--- src/rtl/tlb_perm_pkg.sv ---
package tlb_perm_pkg;

   localparam int PLV_W = 2;

   typedef enum logic [2:0] {
      FLT_MATCH   = 3'd0,
      FLT_INVALID = 3'd1,
      FLT_XI      = 3'd2,
      FLT_RI      = 3'd3,
      FLT_PE      = 3'd4,
      FLT_DIRTY   = 3'd5
   } fault_e;

   typedef enum logic [1:0] {
      ACC_FETCH = 2'd0,
      ACC_LOAD  = 2'd1,
      ACC_STORE = 2'd2
   } access_e;

   typedef struct packed {
      logic             v;
      logic             d;
      logic [PLV_W-1:0] plv;
      logic             nx;
      logic             nr;
      logic             rplv;
   } attr_t;

endpackage

--- src/rtl/tlb_half_pick.sv ---
module tlb_half_pick
   import tlb_perm_pkg::*;
#(
   parameter int VA_W    = 48,
   parameter int PPN_W   = 36,
   parameter int PS_W    = 6,
   parameter int IDX_W   = 12,
   parameter int FA_BASE = 2048
) (
   input  logic [IDX_W-1:0] idx_i,
   input  logic [PS_W-1:0]  ent_ps_i,
   input  logic [PS_W-1:0]  sa_ps_i,
   input  logic [VA_W-1:0]  va_i,
   input  logic             mode64_i,
   input  attr_t            lo_attr_i,
   input  attr_t            hi_attr_i,
   input  logic [PPN_W-1:0] lo_ppn_i,
   input  logic [PPN_W-1:0] hi_ppn_i,
   output logic [PS_W-1:0]  ps_o,
   output attr_t            attr_o,
   output logic [PPN_W-1:0] ppn_o
);

   localparam logic [IDX_W-1:0] FA_START = IDX_W'(FA_BASE);

   logic  in_fa;
   logic  odd;
   attr_t raw;

   assign in_fa = (idx_i >= FA_START);
   assign ps_o  = in_fa ? ent_ps_i : sa_ps_i;
   assign odd   = |((va_i >> ps_o) & VA_W'(1));
   assign raw   = odd ? hi_attr_i : lo_attr_i;
   assign ppn_o = odd ? hi_ppn_i : lo_ppn_i;

   always_comb begin
      attr_o = raw;
      if (!mode64_i) begin
         attr_o.nx   = 1'b0;
         attr_o.nr   = 1'b0;
         attr_o.rplv = 1'b0;
      end
   end

   always_comb begin
      if (!mode64_i)
         AST_NARROW_CLEARS: assert (!attr_o.nx && !attr_o.nr && !attr_o.rplv)
            else $error("narrow mode leaked an extended bit");
   end

endmodule

--- src/rtl/tlb_fault_rank.sv ---
module tlb_fault_rank
   import tlb_perm_pkg::*;
(
   input  attr_t            attr_i,
   input  access_e          acc_i,
   input  logic [PLV_W-1:0] cur_plv_i,
   output fault_e           fault_o
);

   logic priv_bad;

   assign priv_bad = attr_i.rplv ? (cur_plv_i != attr_i.plv)
                                 : (cur_plv_i >  attr_i.plv);

   always_comb begin
      if (!attr_i.v)
         fault_o = FLT_INVALID;
      else if (acc_i == ACC_FETCH && attr_i.nx)
         fault_o = FLT_XI;
      else if (acc_i == ACC_LOAD && attr_i.nr)
         fault_o = FLT_RI;
      else if (priv_bad)
         fault_o = FLT_PE;
      else if (acc_i == ACC_STORE && !attr_i.d)
         fault_o = FLT_DIRTY;
      else
         fault_o = FLT_MATCH;
   end

   always_comb begin
      if (!attr_i.v)
         AST_INVALID_WINS: assert (fault_o == FLT_INVALID)
            else $error("invalid half not ranked first");
   end

endmodule

--- src/rtl/tlb_pa_form.sv ---
module tlb_pa_form #(
   parameter int VA_W  = 48,
   parameter int PA_W  = 48,
   parameter int PPN_W = 36,
   parameter int PS_W  = 6
) (
   input  logic [VA_W-1:0]  va_i,
   input  logic [PPN_W-1:0] ppn_i,
   input  logic [PS_W-1:0]  ps_i,
   output logic [PA_W-1:0]  pa_o
);

   localparam int PG_SHIFT = 12;

   for (genvar i = 0; i < PA_W; i++) begin : g_bit
      localparam bit HAS_VA  = (i < VA_W);
      localparam bit HAS_PPN = (i >= PG_SHIFT) && (i - PG_SHIFT < PPN_W);
      logic va_b;
      logic ppn_b;
      if (HAS_VA) begin : g_va
         assign va_b = va_i[i];
      end else begin : g_nova
         assign va_b = 1'b0;
      end
      if (HAS_PPN) begin : g_ppn
         assign ppn_b = ppn_i[i-PG_SHIFT];
      end else begin : g_noppn
         assign ppn_b = 1'b0;
      end
      assign pa_o[i] = (32'(i) < 32'(ps_i)) ? va_b : ppn_b;
   end

endmodule

--- src/rtl/tlb_perm_check.sv ---
module tlb_perm_check
   import tlb_perm_pkg::*;
#(
   parameter int VA_W    = 48,
   parameter int PA_W    = 48,
   parameter int PPN_W   = PA_W - 12,
   parameter int PS_W    = 6,
   parameter int IDX_W   = 12,
   parameter int FA_BASE = 2048
) (
   input  logic [IDX_W-1:0] ent_idx_i,
   input  logic [PS_W-1:0]  ent_ps_i,
   input  logic [PS_W-1:0]  sa_ps_i,
   input  logic [VA_W-1:0]  va_i,
   input  logic [1:0]       acc_i,
   input  logic [1:0]       cur_plv_i,
   input  logic             mode64_i,
   input  logic [PPN_W-1:0] lo_ppn_i,
   input  logic             lo_v_i,
   input  logic             lo_d_i,
   input  logic [1:0]       lo_plv_i,
   input  logic             lo_nx_i,
   input  logic             lo_nr_i,
   input  logic             lo_rplv_i,
   input  logic [PPN_W-1:0] hi_ppn_i,
   input  logic             hi_v_i,
   input  logic             hi_d_i,
   input  logic [1:0]       hi_plv_i,
   input  logic             hi_nx_i,
   input  logic             hi_nr_i,
   input  logic             hi_rplv_i,
   output logic [2:0]       fault_o,
   output logic [PA_W-1:0]  pa_o,
   output logic             perm_r_o,
   output logic             perm_w_o,
   output logic             perm_x_o
);

   if (PA_W <= 12) begin : g_bad_pa
      $error("PA_W must exceed the 4 KiB page offset");
   end
   if ((1 << PS_W) <= 30) begin : g_bad_ps
      $error("PS_W too narrow for shifts up to 30");
   end
   if (FA_BASE >= (1 << IDX_W)) begin : g_bad_base
      $error("FA_BASE outside the index range");
   end
   if (VA_W <= 30) begin : g_bad_va
      $error("VA_W must cover the largest page shift");
   end

   attr_t             lo_attr, hi_attr, sel_attr;
   logic [PS_W-1:0]   ps;
   logic [PPN_W-1:0]  ppn;
   logic [PA_W-1:0]   pa_raw;
   fault_e            fault;
   logic              hit;

   assign lo_attr = '{v: lo_v_i, d: lo_d_i, plv: lo_plv_i,
                      nx: lo_nx_i, nr: lo_nr_i, rplv: lo_rplv_i};
   assign hi_attr = '{v: hi_v_i, d: hi_d_i, plv: hi_plv_i,
                      nx: hi_nx_i, nr: hi_nr_i, rplv: hi_rplv_i};

   tlb_half_pick #(
      .VA_W(VA_W), .PPN_W(PPN_W), .PS_W(PS_W),
      .IDX_W(IDX_W), .FA_BASE(FA_BASE)
   ) i_pick (
      .idx_i     (ent_idx_i),
      .ent_ps_i  (ent_ps_i),
      .sa_ps_i   (sa_ps_i),
      .va_i      (va_i),
      .mode64_i  (mode64_i),
      .lo_attr_i (lo_attr),
      .hi_attr_i (hi_attr),
      .lo_ppn_i  (lo_ppn_i),
      .hi_ppn_i  (hi_ppn_i),
      .ps_o      (ps),
      .attr_o    (sel_attr),
      .ppn_o     (ppn)
   );

   tlb_fault_rank i_rank (
      .attr_i    (sel_attr),
      .acc_i     (access_e'(acc_i)),
      .cur_plv_i (cur_plv_i),
      .fault_o   (fault)
   );

   tlb_pa_form #(
      .VA_W(VA_W), .PA_W(PA_W), .PPN_W(PPN_W), .PS_W(PS_W)
   ) i_pa (
      .va_i  (va_i),
      .ppn_i (ppn),
      .ps_i  (ps),
      .pa_o  (pa_raw)
   );

   assign hit      = (fault == FLT_MATCH);
   assign fault_o  = fault;
   assign pa_o     = hit ? pa_raw : '0;
   assign perm_r_o = hit;
   assign perm_w_o = hit & sel_attr.d;
   assign perm_x_o = hit & ~sel_attr.nx;

   logic [PA_W-1:0] low_mask;
   logic [PA_W-1:0] va_ext;
   assign low_mask = (PA_W'(1) << ps) - PA_W'(1);
   assign va_ext   = PA_W'(va_i);

   always_comb begin
      if (fault_o == 3'd5)
         AST_DIRTY_ONLY_STORE: assert (acc_i == 2'd2)
            else $error("dirty fault on a non-store");
      if (fault_o == 3'd2)
         AST_XI_ONLY_FETCH64: assert (acc_i == 2'd0 && mode64_i)
            else $error("exec-inhibit outside 64-bit fetch");
      if (perm_r_o)
         AST_PA_LOW_FROM_VA: assert (((pa_o ^ va_ext) & low_mask) == '0)
            else $error("page offset not taken from va");
      if (fault_o != 3'd0)
         AST_FAULT_ZEROES: assert (pa_o == '0 && !perm_r_o && !perm_w_o && !perm_x_o)
            else $error("outputs not cleared on fault");
      if (fault_o == 3'd0)
         AST_MATCH_READS: assert (perm_r_o)
            else $error("match without read right");
   end

endmodule

--- config.mk ---
export PLATFORM = sky130hd
export DESIGN_NAME = tlb_perm_check
export DESIGN_NICKNAME = d
export VERILOG_FILES = /design/src/rtl/tlb_perm_pkg.sv /design/src/rtl/tlb_half_pick.sv /design/src/rtl/tlb_fault_rank.sv /design/src/rtl/tlb_pa_form.sv /design/src/rtl/tlb_perm_check.sv
export SDC_FILE = /design/constraint.sdc
export NUM_CORES = 1
export LEC_CHECK = 0
export ABC_AREA = 1
export BUFFER_PORTS_ARGS = -buffer_cell sky130_fd_sc_hd__buf_2
export CAP_MARGIN = 20
export CORE_AREA = 3 3 86 88
export DETAILED_ROUTE_END_ITERATION = 8
export DIE_AREA = 0 0 89 91
export PLACE_DENSITY = 0.91
export SLEW_MARGIN = 20
export SYNTH_ARGS = -nofsm -noshare
export SYNTH_HDL_FRONTEND = slang
export SYNTH_SLANG_ARGS = --single-unit
--- constraint.sdc ---
create_clock -name vclk -period 3.07
set_input_delay 0.1535 -clock vclk [all_inputs]
set_output_delay 0.1535 -clock vclk [all_outputs]
set_load 0.1 [all_outputs]
# After elaboration in Yosys (flattened, before gate mapping)
# Cells that the tools add are included.
[word_totals] regBits=0 latch_bits=0 mem_bits_rw=0 mem_bits_ro=0 inputBits=163 out_inout_bits=54 word_cells=122 mem_count=0
[classes] addsub=0 multipliers=0 div_mod_pow=0 magnitude_cmp=50 n_eq_ne=3 shift=1 mux=59 bitwise_logic=3 n_reduce_logical=6
[op_table] cell="5-bit by 6-bit < comparator with 1-bit output, first input constant" count=16
[op_table] cell="6-bit < comparator, first input constant" count=16
[op_table] cell="1-bit 2-to-1 mux" count=49
[op_table] cell="4-bit by 6-bit < comparator with 1-bit output, first input constant" count=8
[op_table] cell="48-bit 2-to-1 mux" count=1
[op_table] cell="48-bit by 6-bit >> shifter with 1-bit output" count=1
[op_table] cell="36-bit 2-to-1 mux" count=1
[op_table] cell="3-bit by 6-bit < comparator with 1-bit output, first input constant" count=4
[op_table] cell="3-bit 2-to-1 mux" count=6
[op_table] cell="12-bit >= comparator, second input constant" count=1
[op_table] cell="1-bit by 6-bit < comparator with 1-bit output, first input constant" count=2
[op_table] cell="2-bit by 6-bit < comparator with 1-bit output, first input constant" count=2
[op_table] cell="7-bit 2-to-1 mux" count=1
[op_table] cell="6-bit 2-to-1 mux" count=1
[op_table] cell="1-bit logical AND" count=3
[op_table] cell="3-bit zero test" count=1
[op_table] cell="1-bit AND" count=2
[op_table] cell="2-bit by 1-bit equality test with 1-bit output, second input constant" count=1
[op_table] cell="2-bit equality test, second input constant" count=1
[op_table] cell="2-bit greater-than comparator" count=1
[op_table] cell="2-bit zero test" count=1
[op_table] cell="2-bit inequality test" count=1
[op_table] cell="1-bit zero test" count=1
[op_table] cell="1-bit inverter" count=1

# Logic depth before layout (Yosys ltp)
# Gate-level depths: netlist (run 1).
[depth] word_depth=13 depth_mapped=23

# By module
# Synthesis (run 1) repeated with hierarchy kept, for this count alone.
[hier_totals] cells_unflattened=640 hier_area_um2=3111.7
[modules_own_cells] module="tlb_half_pick" n_inst=1 cells_per_inst=285 area_each_um2=1425.1 seq_area_each_um2=0.0
[modules_own_cells] module="tlb_pa_form" n_inst=1 cells_per_inst=224 area_each_um2=963.4 seq_area_each_um2=0.0
[modules_own_cells] module="tlb_perm_check" n_inst=1 cells_per_inst=108 area_each_um2=593.1 seq_area_each_um2=0.0
[modules_own_cells] module="tlb_fault_rank" n_inst=1 cells_per_inst=23 area_each_um2=130.1 seq_area_each_um2=0.0

# Worst setup path after synthesis (run 1)
# No wires, ideal clock.
[synth_path] kind="input port to output port" start="input ent_idx_i[11]" end="output pa_o[24]" arrival_time_ns=4.433 required_time_ns=2.917 setup_slack_ns=-1.516 stages=17 n_path_buf=4 path_cell_list="buf_6 o21ai_2 buf_6 nand3_1 nand3_1 nand3_1 o21bai_4 nand3_4 buf_4 buf_4 mux2i_1 ha_1 a21oi_1 a21oi_1 nand2_1 nand3_2 nor3_1"
[synth_between] elab_chain_cells=13
[synth_rtl] element="start: declaration" line_no="tlb_perm_check.sv:11" source="input logic [IDX_W-1:0] ent_idx_i,"
[synth_rtl] element="12-bit >= comparator *" line_no="tlb_half_pick.sv:30" source="assign in_fa = (idx_i >= FA_START);"
[synth_rtl] element="6-bit 2-to-1 mux *" line_no="tlb_half_pick.sv:31" source="assign ps_o = in_fa ? ent_ps_i : sa_ps_i;"
[synth_rtl] element="branches (longest 10 deep; another with 2-bit greater-than comparator)"
[synth_rtl] element="48-bit 2-to-1 mux *" line_no="tlb_perm_check.sv:100" source="assign pa_o = hit ? pa_raw : '0;"
[synth_rtl] element="end: declaration" line_no="tlb_perm_check.sv:33" source="output logic [PA_W-1:0] pa_o,"
# Every way passes the cells marked *.

# Worst setup path after layout (run 1)
[layout_path] start="input ent_idx_i[11]" end="output pa_o[6]"
# Same word-level chain as after synthesis.

==> flow_summary.json, run 1 <==
{
  "cp.arrival_ps": 3350,
  "initial_core_util": 0.412,
  "crit_fanout": 7,
  "grt_pass1_vias": 5222,
  "die_h_um": 91,
  "synth_cell_types": 32,
  "final_area_mm2": 0.00594,
  "syn_avg_cell_area_um2": 5.22,
  "final.fill_count": 308,
  "preCtsSetupSlack_ps": -272,
  "gp_congestion": 0.975,
  "routed_wirelength_um": 18600,
  "worst_slack_ps": -429,
  "violations": "negative setup slack",
  "ioPinCount": 217,
  "cp_data_required_time_ps": 2920,
  "slew_headroom": 0.520,
  "status": "finished with violations",
  "syn_inst": 531,
  "placed_cell_area_mm2": 0.00533,
  "antenna_cells": 0,
  "synth_nets": 696,
  "fin_cells": 855,
  "min_period_ps": 3500,
  "num_vias": 5435,
  "finalCritPeriodShare": 1.14,
  "drv_cap": 0,
  "timing.fmax_ghz": 0.286,
  "seq_cells": 0,
  "synth_warnings": 0,
  "dpl.cell_count": 833,
  "rsz0062_at_grt": "yes",
  "netlist_top_cells_count": "nand2_1 (177), nand3_1 (70), inv_1 (67), o21ai_0 (50), nor3_2 (49)",
  "post_route_cells_drive_above_1_share": 0.490,
  "p_leak_nw": 2.97,
  "netlist_area_mm2": 0.00277,
  "grt_util_all_layers": 0.401,
  "critPathCaptureType": "output port",
  "tns_ps": -17310,
  "cts_hold_buf": 0,
  "worstMarginPinSlew_ps": 711,
  "antenna_left": 0,
  "setup_viol": 53,
  "die_w_um": 89,
  "coreArea_mm2": 0.00672,
  "syn2layout_area_growth_pct": 114,
  "drtIter0Drc": 902,
  "synthTopCellsByArea": "nand2_1 (24%), nor3_2 (18%), nand3_1 (13%)",
  "dp_hpwl_um": 12000,
  "rows": 30,
  "drc": 0,
  "ff_latch_area_um2": 0,
  "worstHoldPathType": "primary input to output port",
  "grt_antenna_before_repair": 0,
  "critPathLaunchType": "primary input",
  "worstSetupPathType": "primary input to output port",
  "vdd.ir_drop.worst_v": 0.000228,
  "routedWlPerCell_um": 21.8,
  "nClkBuffers": 0,
  "drt_pass1_iterations": 9,
  "via_per_inst": 6.36,
  "yosysSeqAreaShare": 0,
  "die_area_mm2": 0.00810,
  "synth.most_common_cell": "nand2_1",
  "power_mw": 2.77,
  "grt_max_degree": 31,
  "port_buffers": 206,
  "netlist.area_leader.share": 0.240,
  "hold_viol": 0,
  "yosysTopAreaCell": "nand2_1",
  "grt_overflow": 0,
  "nets": 942,
  "grt_pass1_wl_um": 25500,
  "power_density_mw_per_mm2": 466,
  "slew_viol_final": 0
}
-- metal layers --
layer | wire length, um | vias to the layer above | GRT usage
met5 | 0 | - | 0
met4 | 1950 | 0 | 0.258
met3 | 2280 | 235 | 0.0835
met2 | 8980 | 599 | 0.699
met1 | 5410 | 2353 | 0.423
li1 | - | 2248 | -
-- where the power goes --
part,leakage [nW],internal [mW],switching [mW]
sequential,0,0,0
combinational,2.97,1.00,1.77
clock,0,0,0
-- cell usage in the layout (no fill, tap or decap), types with 2 or more instances in the layout --
| master | Yosys | routed |
|---|---|---|
| o21ai_2 | 5 | 2 |
| nand2_1 | 177 | 167 |
| nand2_2 | 2 | 10 |
| or2_2 | 2 | 2 |
| nand3_1 | 70 | 54 |
| o21ai_4 | 0 | 7 |
| o21ai_1 | 5 | 3 |
| o311ai_0 | 3 | 3 |
| nor3_4 | 0 | 50 |
| nand3_4 | 2 | 6 |
| a21oi_1 | 19 | 18 |
| buf_2 | 8 | 151 |
| buf_16 | 0 | 2 |
| buf_6 | 9 | 6 |
| nor2_1 | 27 | 21 |
| inv_2 | 1 | 3 |
| buf_12 | 0 | 68 |
| o211ai_1 | 3 | 3 |
| nand3_2 | 1 | 14 |
| bufbuf_16 | 0 | 2 |
| buf_4 | 8 | 37 |
| nor2_4 | 0 | 6 |
| nor3_1 | 3 | 2 |
| ha_1 | 2 | 2 |
| o21ai_0 | 50 | 49 |
| inv_1 | 67 | 64 |
| nand2_8 | 0 | 4 |
| nand4_1 | 4 | 4 |
| nand2_4 | 2 | 2 |
| nand3b_1 | 2 | 2 |
-- worst max-delay path, cell delays in order --
cell and delay [ps]:
buf_12 120, buf_12 120, nand2_8 120, buf_12 140, nand3_2 70, nand3_1 130
nand2_2 90, nand2_1 110, nand3_2 110, o21bai_4 210, nand3_4 140, mux2i_1 230
ha_1 310, a21oi_2 130, a21oi_1 70, nand2_2 130, nand3_4 170, buf_12 190
clkbuf_16 170, nor3_4 200, buf_12 200
-- layout make-up --
class | instances | area (um^2) | area share
Tap cell | 80 | 100 | 0.0168
Multi-Input combinational cell | 438 | 2960 | 0.499
Inverter | 70 | 272 | 0.0457
Timing Repair Buffer | 267 | 2610 | 0.439
-- through the flow --
stage / hold WS [ps] / utilization
3_3_place_gp: 727 / 0.794
6_report: 749 / 0.884
4_1_cts: 731 / 0.855
2_1_floorplan: 532 / -
3_5_place_dp: 736 / 0.794
5_1_grt: 754 / 0.884
-- path summary, 6_finish.rpt --
path                           from       to  cells after the start
worst max-delay path  ent_idx_i[11]  pa_o[6]                     21
worst min-delay path        va_i[3]  pa_o[3]                      4
-- cells by family after synthesis --
family | share of synthesized area
and+or+nand+nor | 0.637
AOI/OAI and AO/OA | 0.179
buffers and inverters | 0.171
muxes | 0.00361
adders and majority gates | 0.00903
-- timing repair --
action                                  4_1_cts  5_1_grt
setup buffers                                 8        5
pin swaps                                    12       10
cloned                                        7        2
gates resized for setup                      40       25
endpoints found under the setup margin       52       53
Note: power is estimated with default switching activity, not from simulation.
==> inputs of run 2 (changes only) <==
--- a/config.mk
+++ b/config.mk
@@ -11,6 +11,7 @@
 export CORE_AREA = 3 3 86 88
 export DETAILED_ROUTE_END_ITERATION = 8
 export DIE_AREA = 0 0 89 91
+export GPL_TIMING_DRIVEN = 0
 export PLACE_DENSITY = 0.91
 export SLEW_MARGIN = 20
 export SYNTH_ARGS = -nofsm -noshare
==> flow_summary.json, run 2 (synthesis results as in run 1) <==
{
  "power_mw": 2.92,
  "multiInputGateArea_mm2": 0.00295,
  "rsz0062_at_grt": "yes",
  "dpl.cell_count": 817,
  "grt_max_degree": 16,
  "die_h_um": 91,
  "nClkBuffers": 0,
  "antenna_left": 0,
  "seq_cells": 0,
  "routedWlPerCell_um": 26.3,
  "final.fill_count": 315,
  "finalCritPeriodShare": 1.24,
  "initial_core_util": 0.412,
  "critPathCaptureType": "output port",
  "gp_congestion": 0.963,
  "most-common-layout-cells": "nand2_1 (158), buf_2 (155), buf_12 (65)",
  "drc": 102,
  "ioPinCount": 217,
  "preCtsSetupSlack_ps": -1010,
  "cp.arrival_ps": 3660,
  "via_per_inst": 6.86,
  "hold_viol": 0,
  "rows": 30,
  "tns_ps": -32700,
  "grt_pass1_wl_um": 28500,
  "num_vias": 5890,
  "critPathLaunch": "ent_idx_i[11]",
  "post_route_cells_drive_above_1_share": 0.501,
  "fin_cells": 859,
  "critical_path_buf_inv_count": 9,
  "crit_fanout": 8,
  "coreArea_mm2": 0.00672,
  "grt_util_all_layers": 0.457,
  "slew_viol_final": 0,
  "final_common_cell": "nand2_1",
  "p_leak_nw": 2.97,
  "drtIter0Drc": 1097,
  "drv_cap": 0,
  "routed_wirelength_um": 22600,
  "status": "finished with violations",
  "cts_hold_buf": 0,
  "drt_pass1_iterations": 9,
  "violations": "design-rule violations, negative setup slack",
  "grt_antenna_before_repair": 2,
  "worst_slack_ps": -746,
  "worstHoldPathType": "primary input to output port",
  "grt_overflow": 0,
  "path_cells": "buf_12 > inv_6 > or2_2 > o21ai_1 > inv_2 > nor2_4 > o21ai_4 > nand3_4 > buf_12 > mux2i_1 > ha_1 > a21oi_2 > a21oi_2 > nand2_2 > nand3_4 > buf_8 > buf_6 > buf_12 > buf_12 > nor3_4 > buf_12",
  "slowest_stage": "ha_1",
  "power_density_mw_per_mm2": 489,
  "vdd.ir_drop.worst_v": 0.000255,
  "slew_headroom": 0.224,
  "min_period_ps": 3820,
  "ff_latch_area_um2": 0,
  "cp_data_required_time_ps": 2920,
  "critPathMaxStageDelay_ps": 330,
  "cp_common_cell": "buf_12",
  "die_area_mm2": 0.00810,
  "worstSetupPathType": "primary input to output port",
  "min_from": "va_i[5]",
  "port_buffers": 206,
  "timing.fmax_ghz": 0.262,
  "worstMarginPinSlew_ps": 1150,
  "die_w_um": 89,
  "grt_pass1_vias": 5449,
  "cp_top_family": "buffers and inverters",
  "critPathLaunchType": "primary input",
  "syn2layout_area_growth_pct": 116,
  "nets": 944,
  "dp_hpwl_um": 11600,
  "setup_viol": 53
}
## run 2: cell types whose count changed in the layout (fill, tap and decap cells not counted), sizes merged
cell,previous run,this run
buf,264,270
bufbuf,2,0
o21ai,61,60
diode,0,2
clkbuf,1,3
nand3,74,73
nand2,183,181
## run 2: metrics by stage
stage,utilization,instance area (um^2),hold slack [ps]
detailed placement,0.650,4360,871
global placement,0.650,4360,864
global route,0.889,5970,801
CTS,0.834,5600,756
finish,0.889,5970,799
floorplan,-,3230,532
## run 2: area by class of cell
type | count | area share
antenna | 2 | 0.000838
inverter | 70 | 0.0469
buffer | 26 | 0.0557
multi-input combinational | 434 | 0.494
timing repair buffer | 247 | 0.386
tap | 80 | 0.0168
## run 2: timing repair
item | 4_1_cts | 5_1_grt
hold endpoints to repair | 0 | 0
gates cloned | 3 | 1
gates resized for setup | 265 | 47
endpoints found under the setup margin | 53 | 53
setup buffers | 20 | 17
pin swaps | 22 | 22
## run 2: final timing paths
path,cells after the start,to
setup / recovery,21,pa_o[32]
hold / removal,4,pa_o[5]
## run 2: metal layers
layer  vias to the layer above  share of wire  global-route usage
met5                         -         0.0035                   0
met4                         4           0.12               0.292
met3                       298           0.15               0.138
met2                       754           0.42               0.739
met1                      2574           0.30               0.510
li1                       2260              -                   -
## run 2: report_power, final
group	internal, mW	switching [mW]
logic	1.02	1.90
registers	0	0
clock network	0.000000134	0
total	1.02	1.90
